--- src/rtl/vse_pkg.sv ---
package vse_pkg;

    typedef enum logic {
        DIR_MSB = 1'b0,
        DIR_LSB = 1'b1
    } shift_dir_e;

    localparam int unsigned VSE_DEF_W = 8;

    // Map a raw length code to the real number of bits to move.
    function automatic int unsigned vse_eff_len(input int unsigned code,
                                                input int unsigned width);
        if (code == 0 || code > width) return width;
        return code;
    endfunction

endpackage

--- src/rtl/vse_cfg.sv ---
module vse_cfg
    import vse_pkg::*;
#(
    parameter int unsigned DATA_W = VSE_DEF_W,
    localparam int unsigned CNT_W = $clog2(DATA_W + 1)
) (
    input  logic             clk,
    input  logic             rst,
    input  logic             cfg_wr,
    input  logic             busy,
    input  logic [CNT_W-1:0] len_in,
    input  logic             lsb_in,
    output logic [CNT_W-1:0] len_o,
    output shift_dir_e       dir_o
);

    logic [CNT_W-1:0] len_q;
    shift_dir_e       dir_q;

    always_ff @(posedge clk) begin
        if (rst) begin
            len_q <= '0;
            dir_q <= DIR_MSB;
        end else if (cfg_wr && !busy) begin
            len_q <= len_in;
            dir_q <= lsb_in ? DIR_LSB : DIR_MSB;
        end
    end

    assign len_o = len_q;
    assign dir_o = dir_q;

    a_r8_cfg_frozen: assert property (@(posedge clk) disable iff (rst)
        busy |=> ($stable(len_q) && $stable(dir_q)))
        else $error("config changed during transfer");

endmodule

--- src/rtl/vse_ctrl.sv ---
module vse_ctrl
    import vse_pkg::*;
#(
    parameter int unsigned DATA_W = VSE_DEF_W,
    localparam int unsigned CNT_W = $clog2(DATA_W + 1)
) (
    input  logic             clk,
    input  logic             rst,
    input  logic             start,
    input  logic             tick,
    input  logic [CNT_W-1:0] len_i,
    output logic             busy_o,
    output logic             done_o,
    output logic             fire_o
);

    logic [CNT_W-1:0] remain_q;
    logic             busy_q;
    logic             done_q;
    logic             fire;

    assign fire = busy_q && tick;

    always_ff @(posedge clk) begin
        if (rst) begin
            remain_q <= '0;
            busy_q   <= 1'b0;
            done_q   <= 1'b0;
        end else begin
            done_q <= 1'b0;
            if (!busy_q) begin
                if (start) begin
                    remain_q <= CNT_W'(vse_eff_len(int'(len_i), DATA_W));
                    busy_q   <= 1'b1;
                end
            end else if (fire) begin
                remain_q <= remain_q - 1'b1;
                if (remain_q == CNT_W'(1)) begin
                    busy_q <= 1'b0;
                    done_q <= 1'b1;
                end
            end
        end
    end

    assign busy_o = busy_q;
    assign done_o = done_q;
    assign fire_o = fire;

    a_r7_done_not_busy: assert property (@(posedge clk) disable iff (rst)
        done_q |-> !busy_q)
        else $error("done while busy");

    a_r7_done_single: assert property (@(posedge clk) disable iff (rst)
        done_q |=> !done_q)
        else $error("done longer than one cycle");

    a_r9_no_reload: assert property (@(posedge clk) disable iff (rst)
        (busy_q && !tick) |=> ($stable(remain_q) && busy_q))
        else $error("count changed without a tick");

    a_r6_count_range: assert property (@(posedge clk) disable iff (rst)
        busy_q |-> (remain_q != '0 && remain_q <= CNT_W'(DATA_W)))
        else $error("remaining count out of range");

endmodule

--- src/rtl/vse_shreg.sv ---
module vse_shreg
    import vse_pkg::*;
#(
    parameter int unsigned DATA_W = VSE_DEF_W
) (
    input  logic              clk,
    input  logic              rst,
    input  logic              wr_en,
    input  logic [DATA_W-1:0] wr_data,
    input  logic              busy,
    input  logic              fire,
    input  logic              sdi,
    input  shift_dir_e        dir,
    output logic [DATA_W-1:0] data_o,
    output logic              sdo
);

    logic [DATA_W-1:0] sh_q;
    logic [DATA_W-1:0] sh_next;

    always_comb begin
        if (dir == DIR_LSB) sh_next = {sdi, sh_q[DATA_W-1:1]};
        else                sh_next = {sh_q[DATA_W-2:0], sdi};
    end

    always_ff @(posedge clk) begin
        if (rst)                 sh_q <= '0;
        else if (fire)           sh_q <= sh_next;
        else if (wr_en && !busy) sh_q <= wr_data;
    end

    assign sdo    = (dir == DIR_LSB) ? sh_q[0] : sh_q[DATA_W-1];
    assign data_o = sh_q;

    a_r2_msb_entry: assert property (@(posedge clk) disable iff (rst)
        (fire && dir == DIR_MSB) |=>
            (sh_q[0] == $past(sdi) && sh_q[DATA_W-1:1] == $past(sh_q[DATA_W-2:0])))
        else $error("MSB-first shift wrong");

    a_r3_lsb_entry: assert property (@(posedge clk) disable iff (rst)
        (fire && dir == DIR_LSB) |=>
            (sh_q[DATA_W-1] == $past(sdi) && sh_q[DATA_W-2:0] == $past(sh_q[DATA_W-1:1])))
        else $error("LSB-first shift wrong");

    a_r8_hold_busy: assert property (@(posedge clk) disable iff (rst)
        (busy && !fire) |=> $stable(sh_q))
        else $error("register changed during transfer without a tick");

    a_r10_idle_hold: assert property (@(posedge clk) disable iff (rst)
        (!busy && !wr_en) |=> $stable(sh_q))
        else $error("register changed while idle");

endmodule

--- src/rtl/var_shift_engine.sv ---
module var_shift_engine
    import vse_pkg::*;
#(
    parameter int unsigned DATA_W = VSE_DEF_W,
    localparam int unsigned CNT_W = $clog2(DATA_W + 1)
) (
    input  logic              clk,
    input  logic              rst,
    input  logic              wr_en,
    input  logic [DATA_W-1:0] wr_data,
    input  logic              cfg_wr,
    input  logic [CNT_W-1:0]  cfg_len,
    input  logic              cfg_lsb_first,
    input  logic              start,
    input  logic              xfer_tick,
    input  logic              sdi,
    output logic              sdo,
    output logic [DATA_W-1:0] rd_data,
    output logic              busy,
    output logic              done
);

    logic [CNT_W-1:0] len_w;
    shift_dir_e       dir_w;
    logic             busy_w;
    logic             fire_w;

    vse_cfg #(.DATA_W(DATA_W)) u_cfg (
        .clk    (clk),
        .rst    (rst),
        .cfg_wr (cfg_wr),
        .busy   (busy_w),
        .len_in (cfg_len),
        .lsb_in (cfg_lsb_first),
        .len_o  (len_w),
        .dir_o  (dir_w)
    );

    vse_ctrl #(.DATA_W(DATA_W)) u_ctrl (
        .clk    (clk),
        .rst    (rst),
        .start  (start),
        .tick   (xfer_tick),
        .len_i  (len_w),
        .busy_o (busy_w),
        .done_o (done),
        .fire_o (fire_w)
    );

    vse_shreg #(.DATA_W(DATA_W)) u_shreg (
        .clk     (clk),
        .rst     (rst),
        .wr_en   (wr_en),
        .wr_data (wr_data),
        .busy    (busy_w),
        .fire    (fire_w),
        .sdi     (sdi),
        .dir     (dir_w),
        .data_o  (rd_data),
        .sdo     (sdo)
    );

    assign busy = busy_w;

    a_r7_start_busy: assert property (@(posedge clk) disable iff (rst)
        (start && !busy_w) |=> busy_w)
        else $error("start not accepted");

endmodule

--- config.mk ---
export PLATFORM = sky130hd
export DESIGN_NAME = var_shift_engine
export DESIGN_NICKNAME = d
export VERILOG_FILES = /design/src/rtl/vse_pkg.sv /design/src/rtl/vse_cfg.sv /design/src/rtl/vse_ctrl.sv /design/src/rtl/vse_shreg.sv /design/src/rtl/var_shift_engine.sv
export SDC_FILE = /design/constraint.sdc
export NUM_CORES = 1
export LEC_CHECK = 0
export BUFFER_PORTS_ARGS = -buffer_cell sky130_fd_sc_hd__buf_2
export CAP_MARGIN = 0
export CORE_MARGIN = 8
export CORE_UTILIZATION = 40
export CTS_CLUSTER_SIZE = 14
export DETAILED_ROUTE_END_ITERATION = 10
export GPL_ROUTABILITY_DRIVEN = 0
export GPL_TIMING_DRIVEN = 0
export PLACE_DENSITY_LB_ADDON = 0.08
export SLEW_MARGIN = 20
export SYNTH_ARGS = -nofsm -noshare
export SYNTH_HDL_FRONTEND = slang
export SYNTH_SLANG_ARGS = --single-unit
export TNS_END_PERCENT = 100
--- constraint.sdc ---
create_clock -name clk -period 1.25 [get_ports clk]
set_input_delay 0.1875 -clock clk [delete_from_list [all_inputs] [get_ports clk]]
set_output_delay 0.1875 -clock clk [all_outputs]
set_load 0.01 [all_outputs]
==> results.py, run 1 <==
metrics = {
    "outcome": {
        "status": "finished, violations left",
        "violations": "negative setup slack",
    },
    "pwr": {
        "power_frac_clock_pct": 23.5,
        "power_mw": 1.33,
        "switchingPower_mw": 0.396,
        "power.density_nw_per_um2": 1070,
        "intPower_mw": 0.936,
        "seqPwrFrac_pct": 52.4,
        "peakVddDrop_mv": 0.729,
        "leakagePower_nw": 0.547,
        "switching_share_pct": 29.7,
        "pwr-share-comb_pct": 24.0,
    },
    "die": {
        "ios": 31,
        "dieArea_um2": 4340,
        "die_x_um": 65.9,
        "start_util_pct": 41.3,
        "core-area_um2": 2410,
        "die_h_um": 65.9,
        "rows": 18,
    },
    "setup_path": {
        "critPathArrivalTime_ns": 1.09,
        "crit_type": "reg -> out",
        "crit_path_end_kind": "output port",
        "required_ns": 1.06,
        "crit_fanout": 2,
        "startpoint_type": "flop",
    },
    "global_route": {
        "grt_start_max_net_pins": 12,
        "grt_pass1_vias": 884,
        "grt_pass1_wl_mm": 4.09,
        "grtUsageTotal_pct": 11.8,
        "grt_overflow": 0,
        "antenna_found_initial": 0,
    },
    "clock_tree": {
        "cts_buffer_depth": 2,
        "cts_tree": "done",
        "clk_pin_slew_ns": 0.12,
        "htreeDepth": 1,
        "clk-insertion-delay-late_ns": 0.30,
        "clkSinkCount": 19,
        "clockRootBuffer": "clkbuf_4",
        "cts_made_buffers": 3,
    },
    "sta": {
        "fin_crit_sh_pct": 102,
        "slew_headroom_pct": 72.2,
        "rsz0062_at_grt": "yes",
        "max_freq_ghz": 0.783,
        "hold_viol": 0,
        "worst_pin_slew_ns": 0.418,
        "final.min_clock_period_ns": 1.28,
        "setup-violations-final": 1,
        "maxSlewViolCount": 0,
        "finalWorstSetupSlack_ns": -0.0268,
        "clock_skew_ns": 0.0106,
    },
    "drt": {
        "postRouteAntennaNets": 0,
        "totalWireLength_mm": 2.43,
        "drc": 0,
        "dr_total_vias": 868,
        "drt_iter0_markers": 54,
        "wire_per_inst_um": 14.5,
        "drt_first_pass_iters": 4,
        "via_per_inst": 5.17,
    },
    "synthesis": {
        "ys_warn_count": 0,
        "ys_seq_elements": 19,
        "syn_avg_cell_area_um2": 9.56,
        "ys_seq_area_share_pct": 38.2,
        "synth_ff_type": "dfxtp_1",
        "ys_types": 29,
        "async_flop_share_pct": 0,
        "netlist_area_um2": 995,
        "synth_cells": 104,
        "syn_nets": 126,
        "synth_edf_count": 0,
    },
    "final_layout": {
        "drive_gt1_share_pct": 39.1,
        "nNetsFinal": 161,
        "final_core_util_pct": 51.5,
        "final_cell_mix": "buf_2 (31), a21oi_1 (19), dfxtp_1 (16), mux2i_1 (13)",
        "final_common_cell": "buf_2",
        "syn_to_final_growth_pct": 24.7,
        "n_antenna_cell": 0,
        "fillerInstances": 237,
    },
    "flow_run": {
        "drv_cap": 0,
    },
    "worst_hold_path": {
        "min_path_type": "in -> reg",
    },
    "placement": {
        "io_buffers": 30,
        "dp_hpwl_mm": 1.84,
    },
}
[cells in the mapped netlist (2+ instances only)]
library cell,number,area share (%)
buf_2,3,1.5
nand2b_4,2,2.8
nand2_1,2,0.75
a21oi_1,19,9.6
mux2i_1,13,13
ha_1,2,2.5
a22o_1,8,7.0
buf_4,2,1.5
dfxtp_1,19,38
nor2_1,8,3.0
nand3_1,5,2.5
mux2_2,2,2.3
inv_1,3,1.1
[critical path, stage by stage (launching register included)]
cell and delay (ns):
dfxtp_2 0.36, mux2_4 0.31, buf_6 0.12
[layer usage]
metal,wire [µm],vias up,global-route usage (%)
li1,-,453,-
met2,1170,25,18.9
met5,0,-,0
met1,1050,388,13.5
met3,197,2,5.76
met4,15,0,3.27
[final cells by class]
type | count | area (µm²) | area share (%)
multi-input combinational | 75 | 577 | 46.5
sequential | 19 | 387 | 31.2
timing repair buffer | 32 | 171 | 13.8
tap | 30 | 37.5 | 3.03
buffer | 5 | 28.8 | 2.32
clock buffer | 3 | 22.5 | 1.82
inverter | 3 | 11.3 | 0.908
clock inverter | 1 | 5.00 | 0.404
[registers in the layout, indices dropped and copies added, names as in the netlist]
name / cells
u_cfg.dir_o: 1
u_cfg.len_o: 4
u_ctrl.busy_o: 1
u_ctrl.done_o: 1
u_ctrl.remain_q: 4
u_shreg.data_o: 8
[cell families (layout without fill, tap and decap cells)]
| family | count (synthesis) | in the layout | synth area share [%] |
|---|---|---|---|
| and+or+nand+nor | 25 | 25 | 16.0 |
| DFF | 19 | 19 | 38.2 |
| muxes | 15 | 15 | 15.3 |
| AOI/OAI and AO/OA | 33 | 33 | 22.3 |
| buffers and inverters | 10 | 44 | 5.66 |
| adders and majority gates | 2 | 2 | 2.52 |
[timing repair]
item	in CTS	in global routing
setup endpoints to repair	1	11
hold buffers	0	0
pin swaps	0	5
gates resized for setup	5	8
buffers inserted	1	1
[path summary, 6_finish.rpt]
check	start	endpoint	slack [ns]	depth (start not counted)
worst max-delay path	u_cfg.dir_o$_SDFFE_PP0P_	sdo	-0.03	2
worst min-delay path	cfg_len[3]	u_cfg.len_o[3]$_SDFFE_PP0P_	0.12	3
worst max register to register	u_ctrl.busy_o$_SDFF_PP0_	u_ctrl.remain_q[3]$_SDFFE_PP0P_	0.09	3
worst min register to register	u_cfg.len_o[2]$_SDFFE_PP0P_	u_ctrl.remain_q[2]$_SDFFE_PP0P_	0.51	2
[power by group through the flow]
| stage | clock network [mW] | registers, mW | logic, mW |
|---|---|---|---|
| floorplan | 0 | 0.709 | 0.204 |
| global placement | 0 | 0.705 | 0.312 |
| detailed placement | 0 | 0.706 | 0.315 |
| CTS | 0.336 | 0.694 | 0.328 |
| global route | 0.365 | 0.706 | 0.357 |
| finish | 0.313 | 0.698 | 0.320 |
[through the flow]
step	hold slack, ns	cell area (µm²)	worst slack [ns]	cells	TNS, ns
after CTS	0.109	1230	-0.110	169	-0.110
final	0.116	1240	-0.0268	168	-0.0268
after global placement	0.425	1180	-0.00972	164	-0.00972
after global routing	0.120	1240	-0.0956	168	-0.0956
after floorplan	0.256	995	0.0918	104	0
after detailed placement	0.435	1180	0.00251	164	0
(Power assumes the default switching activity.)
==> run 2, diff against run 1 <==
Settings changed: CORE_UTILIZATION 40 to 25, CTS_CLUSTER_SIZE 14 to not set.
==> run 2 against run 1 <==
The run now ends clean. Sequential power barely moved. Clock skew decreased by 0.0038 ns. Fmax grew 4.4%. Global-route usage fell by 2.8 points. Clock-buffer cell count unchanged. Non-clock buffer count grew 2. Core utilization down 18 points. Worst setup slack better by 0.054 ns. Sequential share of layout area shrank 1.5 points. Design area increased by 4.5%. Critical endpoint is now u_shreg.data_o[1]$_SDFFE_PP0P_. Largest power group unchanged.
==> results.py, run 2 (synthesis gave the netlist of run 1 again) <==
metrics = {
    "placement": {
        "dp_hpwl_mm": 2.07,
        "io_buffers": 30,
        "place_inst": 184,
    },
    "drt": {
        "dr_total_vias": 911,
        "totalWireLength_mm": 2.73,
        "drt_iter0_markers": 19,
        "wire_per_inst_um": 14.4,
        "via_per_inst": 4.79,
        "postRouteAntennaNets": 0,
        "drc": 0,
        "drt_first_pass_iters": 4,
    },
    "sta": {
        "hold_viol": 0,
        "fin_crit_sh_pct": 97.8,
        "final.min_clock_period_ns": 1.22,
        "slew_headroom_pct": 70.6,
        "fin_setup_tns_ns": 0,
        "rsz0062_at_grt": "yes",
        "max_freq_ghz": 0.818,
        "maxSlewViolCount": 0,
        "worst_pin_slew_ns": 0.440,
        "clock_skew_ns": 0.00680,
        "setup-violations-final": 0,
    },
    "flow_run": {
        "drv_cap": 0,
    },
    "outcome": {
        "status": "finished, final reports clean",
    },
    "global_route": {
        "grt_start_max_net_pins": 12,
        "grt_pass1_vias": 958,
        "antenna_found_initial": 0,
        "grt_pass1_wl_mm": 4.51,
        "grt_overflow": 0,
        "grtUsageTotal_pct": 8.98,
    },
    "clock_tree": {
        "clkSinkCount": 19,
        "clockRootBuffer": "clkbuf_8",
        "htreeDepth": 1,
        "clk-insertion-delay-late_ns": 0.26,
        "clk_pin_slew_ns": 0.08,
        "postCtsHoldBufs": 0,
        "cts_buffer_depth": 2,
        "cts_made_buffers": 3,
        "cts_tree": "done",
    },
    "setup_path": {
        "crit_fanout": 9,
        "startpoint_type": "flop",
        "critPathArrivalTime_ns": 1.38,
        "required_ns": 1.41,
        "crit_type": "reg -> reg",
        "crit_path_end_kind": "flop",
    },
    "final_layout": {
        "nNetsFinal": 163,
        "largest_reg_flops": 8,
        "instances_no_fill": 190,
        "final_common_cell": "buf_2",
        "fillerInstances": 442,
        "final_cell_mix": "buf_2 (31), a21oi_1 (19), dfxtp_1 (16), mux2i_1 (13)",
        "drive_gt1_share_pct": 39.3,
        "n_antenna_cell": 0,
        "syn_to_final_growth_pct": 30.3,
    },
    "pwr": {
        "power.density_nw_per_um2": 1130,
        "leakagePower_nw": 0.563,
        "peakVddDrop_mv": 0.606,
    },
    "die": {
        "dieArea_um2": 6250,
        "core-area_um2": 3910,
        "die_h_um": 79.1,
        "start_util_pct": 25.4,
        "rows": 23,
        "ios": 31,
        "die_x_um": 79.1,
    },
    "worst_hold_path": {
        "min_path_type": "in -> reg",
    },
}
## run 2: changes by cell type in the layout (fill, tap and decap cells not counted), sizes merged
| cell | delta |
|---|---|
| buf | +2 |
## run 2: cell type report
type	instances	area [µm²]	share of cell area [%]
multi-input cells	75	569	43.9
repair buffers	33	179	13.8
plain buffers	6	43.8	3.38
inverters	3	11.3	0.869
clock buffers	3	41.3	3.19
clock inverters	1	5.00	0.386
well taps	50	62.6	4.83
flip-flops and latches	19	384	29.6
## run 2: power by group
group	total, mW	internal, mW	switching [mW]
clock	0.429	0.222	0.208
sequential	0.696	0.654	0.0420
combinational	0.337	0.171	0.166
## run 2: worst paths after layout
kind | from | endpoint | slack, ns | cells past startpoint
worst max register to register | u_ctrl.busy_o$_SDFF_PP0_ | u_shreg.data_o[1]$_SDFFE_PP0P_ | 0.03 | 5
worst max-delay path | u_ctrl.busy_o$_SDFF_PP0_ | u_shreg.data_o[1]$_SDFFE_PP0P_ | 0.03 | 5
worst min-delay path | cfg_len[3] | u_cfg.len_o[3]$_SDFFE_PP0P_ | 0.16 | 3
worst min register to register | u_ctrl.remain_q[0]$_SDFFE_PP0P_ | u_ctrl.remain_q[0]$_SDFFE_PP0P_ | 0.50 | 2
## run 2: timing repair
action | 4_1_cts | 5_1_grt
gates cloned | 0 | 0
resized for setup | 5 | 5
setup buffers | 3 | 0
endpoints found under the setup margin | 3 | 11
## run 2: metal layers
metal  track usage [%]  part of all wire [%]  up-vias
li1                  -                     -      458
met1              9.86                    44      430
met2              15.9                    50       19
met3              3.05                   5.3        4
met4              2.78                  0.84        0
met5                 0                     0        -
## run 2: worst max-delay path, stage by stage, from the launching register on
cell,delay (ns)
dfxtp_2,0.32
buf_6,0.13
nand2b_4,0.15
nor3b_4,0.15
buf_4,0.15
a22o_1,0.22
## run 2: per-stage QoR
stage / area, µm² / hold slack (ns) / power (mW) / setup WS (ns) / utilization (%)
3_3_place_gp: 1210 / 0.426 / 1.02 / -0.00811 / 30.9
2_1_floorplan: 995 / 0.256 / 0.913 / 0.0918 / -
3_5_place_dp: 1210 / 0.437 / 1.03 / -0.00941 / 30.9
6_report: 1300 / 0.156 / 1.46 / 0.0271 / 33.1
4_1_cts: 1290 / 0.153 / 1.49 / -0.0402 / 33.1
5_1_grt: 1300 / 0.150 / 1.57 / -0.0223 / 33.1
==> run 3, diff against run 2 <==
Settings changed: CORE_UTILIZATION 25 to 35.
==> run 3 against run 2 <==
The flow now finishes with violations (negative setup slack). First-iteration DRC count increased to 3.4 times the previous value. Clock skew decreased by 0.0038 ns. Clock power decreased by 24%. Total power decreased by 7.4%. Largest cell class unchanged. Sequential power increased by 1%. Highest routed layer unchanged.
==> results.py, run 3 (synthesis gave the netlist of run 1 again) <==
metrics = {
    "outcome": {
        "status": "finished, violations left",
        "violations": "negative setup slack",
    },
    "global_route": {
        "grt_start_max_net_pins": 12,
        "grt_overflow": 0,
        "grt_pass1_wl_mm": 4.51,
        "grt_pass1_vias": 886,
        "antenna_found_initial": 0,
        "grtUsageTotal_pct": 11.0,
    },
    "drt": {
        "via_per_inst": 5.22,
        "drc": 0,
        "wire_per_inst_um": 15.4,
        "drt_iter0_markers": 65,
        "dr_total_vias": 887,
        "drt_first_pass_iters": 4,
        "postRouteAntennaNets": 0,
        "totalWireLength_mm": 2.62,
    },
    "clock_tree": {
        "cts_buffer_depth": 2,
        "cts_made_buffers": 3,
        "clkSinkCount": 19,
        "clockRootBuffer": "clkbuf_4",
        "cts_tree": "done",
        "clk_pin_slew_ns": 0.11,
        "clk-insertion-delay-late_ns": 0.30,
        "htreeDepth": 1,
    },
    "worst_hold_path": {
        "holdPathStages": 3,
        "whs_endpoint": "u_cfg.len_o[1]$_SDFFE_PP0P_",
        "min_path_type": "in -> reg",
        "holdCritStartpoint": "cfg_len[1]",
    },
    "final_layout": {
        "fillerInstances": 266,
        "final_core_util_pct": 45.8,
        "syn_to_final_growth_pct": 25.8,
        "nNetsFinal": 162,
        "final_cell_mix": "buf_2 (30), a21oi_1 (19), dfxtp_1 (16), mux2i_1 (13)",
        "instances_no_fill": 170,
        "final_common_cell": "buf_2",
        "drive_gt1_share_pct": 38.1,
        "post-route-cell-area_um2": 1250,
        "n_antenna_cell": 0,
        "largest_reg_flops": 8,
    },
    "placement": {
        "io_buffers": 30,
        "place_inst": 165,
        "dp_hpwl_mm": 1.94,
        "dpl-instance-area_um2": 1180,
        "dp_slack_ns": 0.00178,
    },
    "setup_path": {
        "crit_path_top_delay_cell": "dfxtp_2",
        "crit_chain": "mux2_4 > buf_6",
        "crit_type": "reg -> out",
        "max_stage_delay_ns": 0.38,
        "reg2reg_depth": 4,
        "critPathArrivalTime_ns": 1.10,
        "crit_fanout": 2,
        "critPathLaunch": "u_cfg.dir_o$_SDFFE_PP0P_",
        "required_ns": 1.06,
        "r2r-end": "u_shreg.data_o[0]$_SDFFE_PP0P_",
        "crit_path_end_kind": "output port",
        "startpoint_type": "flop",
        "r2r-start": "u_cfg.dir_o$_SDFFE_PP0P_",
        "worst-r2r-setup-slack_ns": 0.06,
    },
    "pwr": {
        "power.density_nw_per_um2": 1080,
        "leakagePower_nw": 0.551,
        "power_mw": 1.36,
        "peakVddDrop_mv": 0.798,
    },
    "die": {
        "dieArea_um2": 4800,
        "die_x_um": 69.3,
        "start_util_pct": 36.4,
        "rows": 19,
        "core-area_um2": 2730,
        "die_h_um": 69.3,
        "ios": 31,
    },
    "sta": {
        "max_freq_ghz": 0.774,
        "rsz0062_at_grt": "yes",
        "slew_headroom_pct": 71.2,
        "whs_ns": 0.113,
        "final.min_clock_period_ns": 1.29,
        "clock_skew_ns": 0.00301,
        "finalWorstSetupSlack_ns": -0.0423,
        "setup-violations-final": 1,
        "maxSlewViolCount": 0,
        "fin_setup_tns_ns": -0.0423,
        "hold_viol": 0,
        "worst_pin_slew_ns": 0.433,
        "fin_crit_sh_pct": 103,
    },
    "flow_run": {
        "drv_cap": 0,
    },
}
-- run 3: worst max path at each step --
| stage | end | slack, ns |
|---|---|---|
| 6_report | sdo | -0.04 |
| 5_1_grt | sdo | -0.10 |
| 4_1_cts | sdo | -0.11 |
| 3_5_place_dp | sdo | 0.002 |
| 3_3_place_gp | sdo | 0.007 |
| 2_1_floorplan | u_shreg.data_o[1]$_SDFFE_PP0P_ | 0.09 |
-- run 3: final cells by class --
class | instances | area, µm² | area share, %
Multi-Input combinational cell | 75 | 569 | 45.5
Sequential cell | 19 | 387 | 30.9
Timing Repair Buffer | 33 | 183 | 14.6
Tap cell | 31 | 38.8 | 3.10
Buffer | 5 | 35.0 | 2.80
Clock buffer | 3 | 22.5 | 1.80
Inverter | 3 | 11.3 | 0.900
Clock inverter | 1 | 5.00 | 0.400
-- run 3: critical path, delay by kind of cell, from the launching register on --
family / cells / cell delay (ns)
mux: 1 / 0.31
flops: 1 / 0.38
buf+inv: 1 / 0.12
-- run 3: power by group --
part           switching, mW  internal, mW  total, mW
registers             0.0501         0.653      0.703
logic                  0.157         0.169      0.326
clock network          0.207         0.119      0.326
-- run 3: repair_timing --
item                       CTS  global route
hold buffers                 0             0
pin swaps                    0             1
resized for setup            6             6
setup endpoints to repair    9            14
buffers inserted             3             0
-- run 3: per-layer routing --
| metal | global-route usage (%) | vias up | part of all wire, % |
|---|---|---|---|
| met4 | 2.51 | 0 | 0.88 |
| met3 | 5.44 | 4 | 7.8 |
| met2 | 15.7 | 21 | 42 |
| met5 | 0 | - | 0 |
| li1 | - | 453 | - |
| met1 | 14.5 | 409 | 49 |
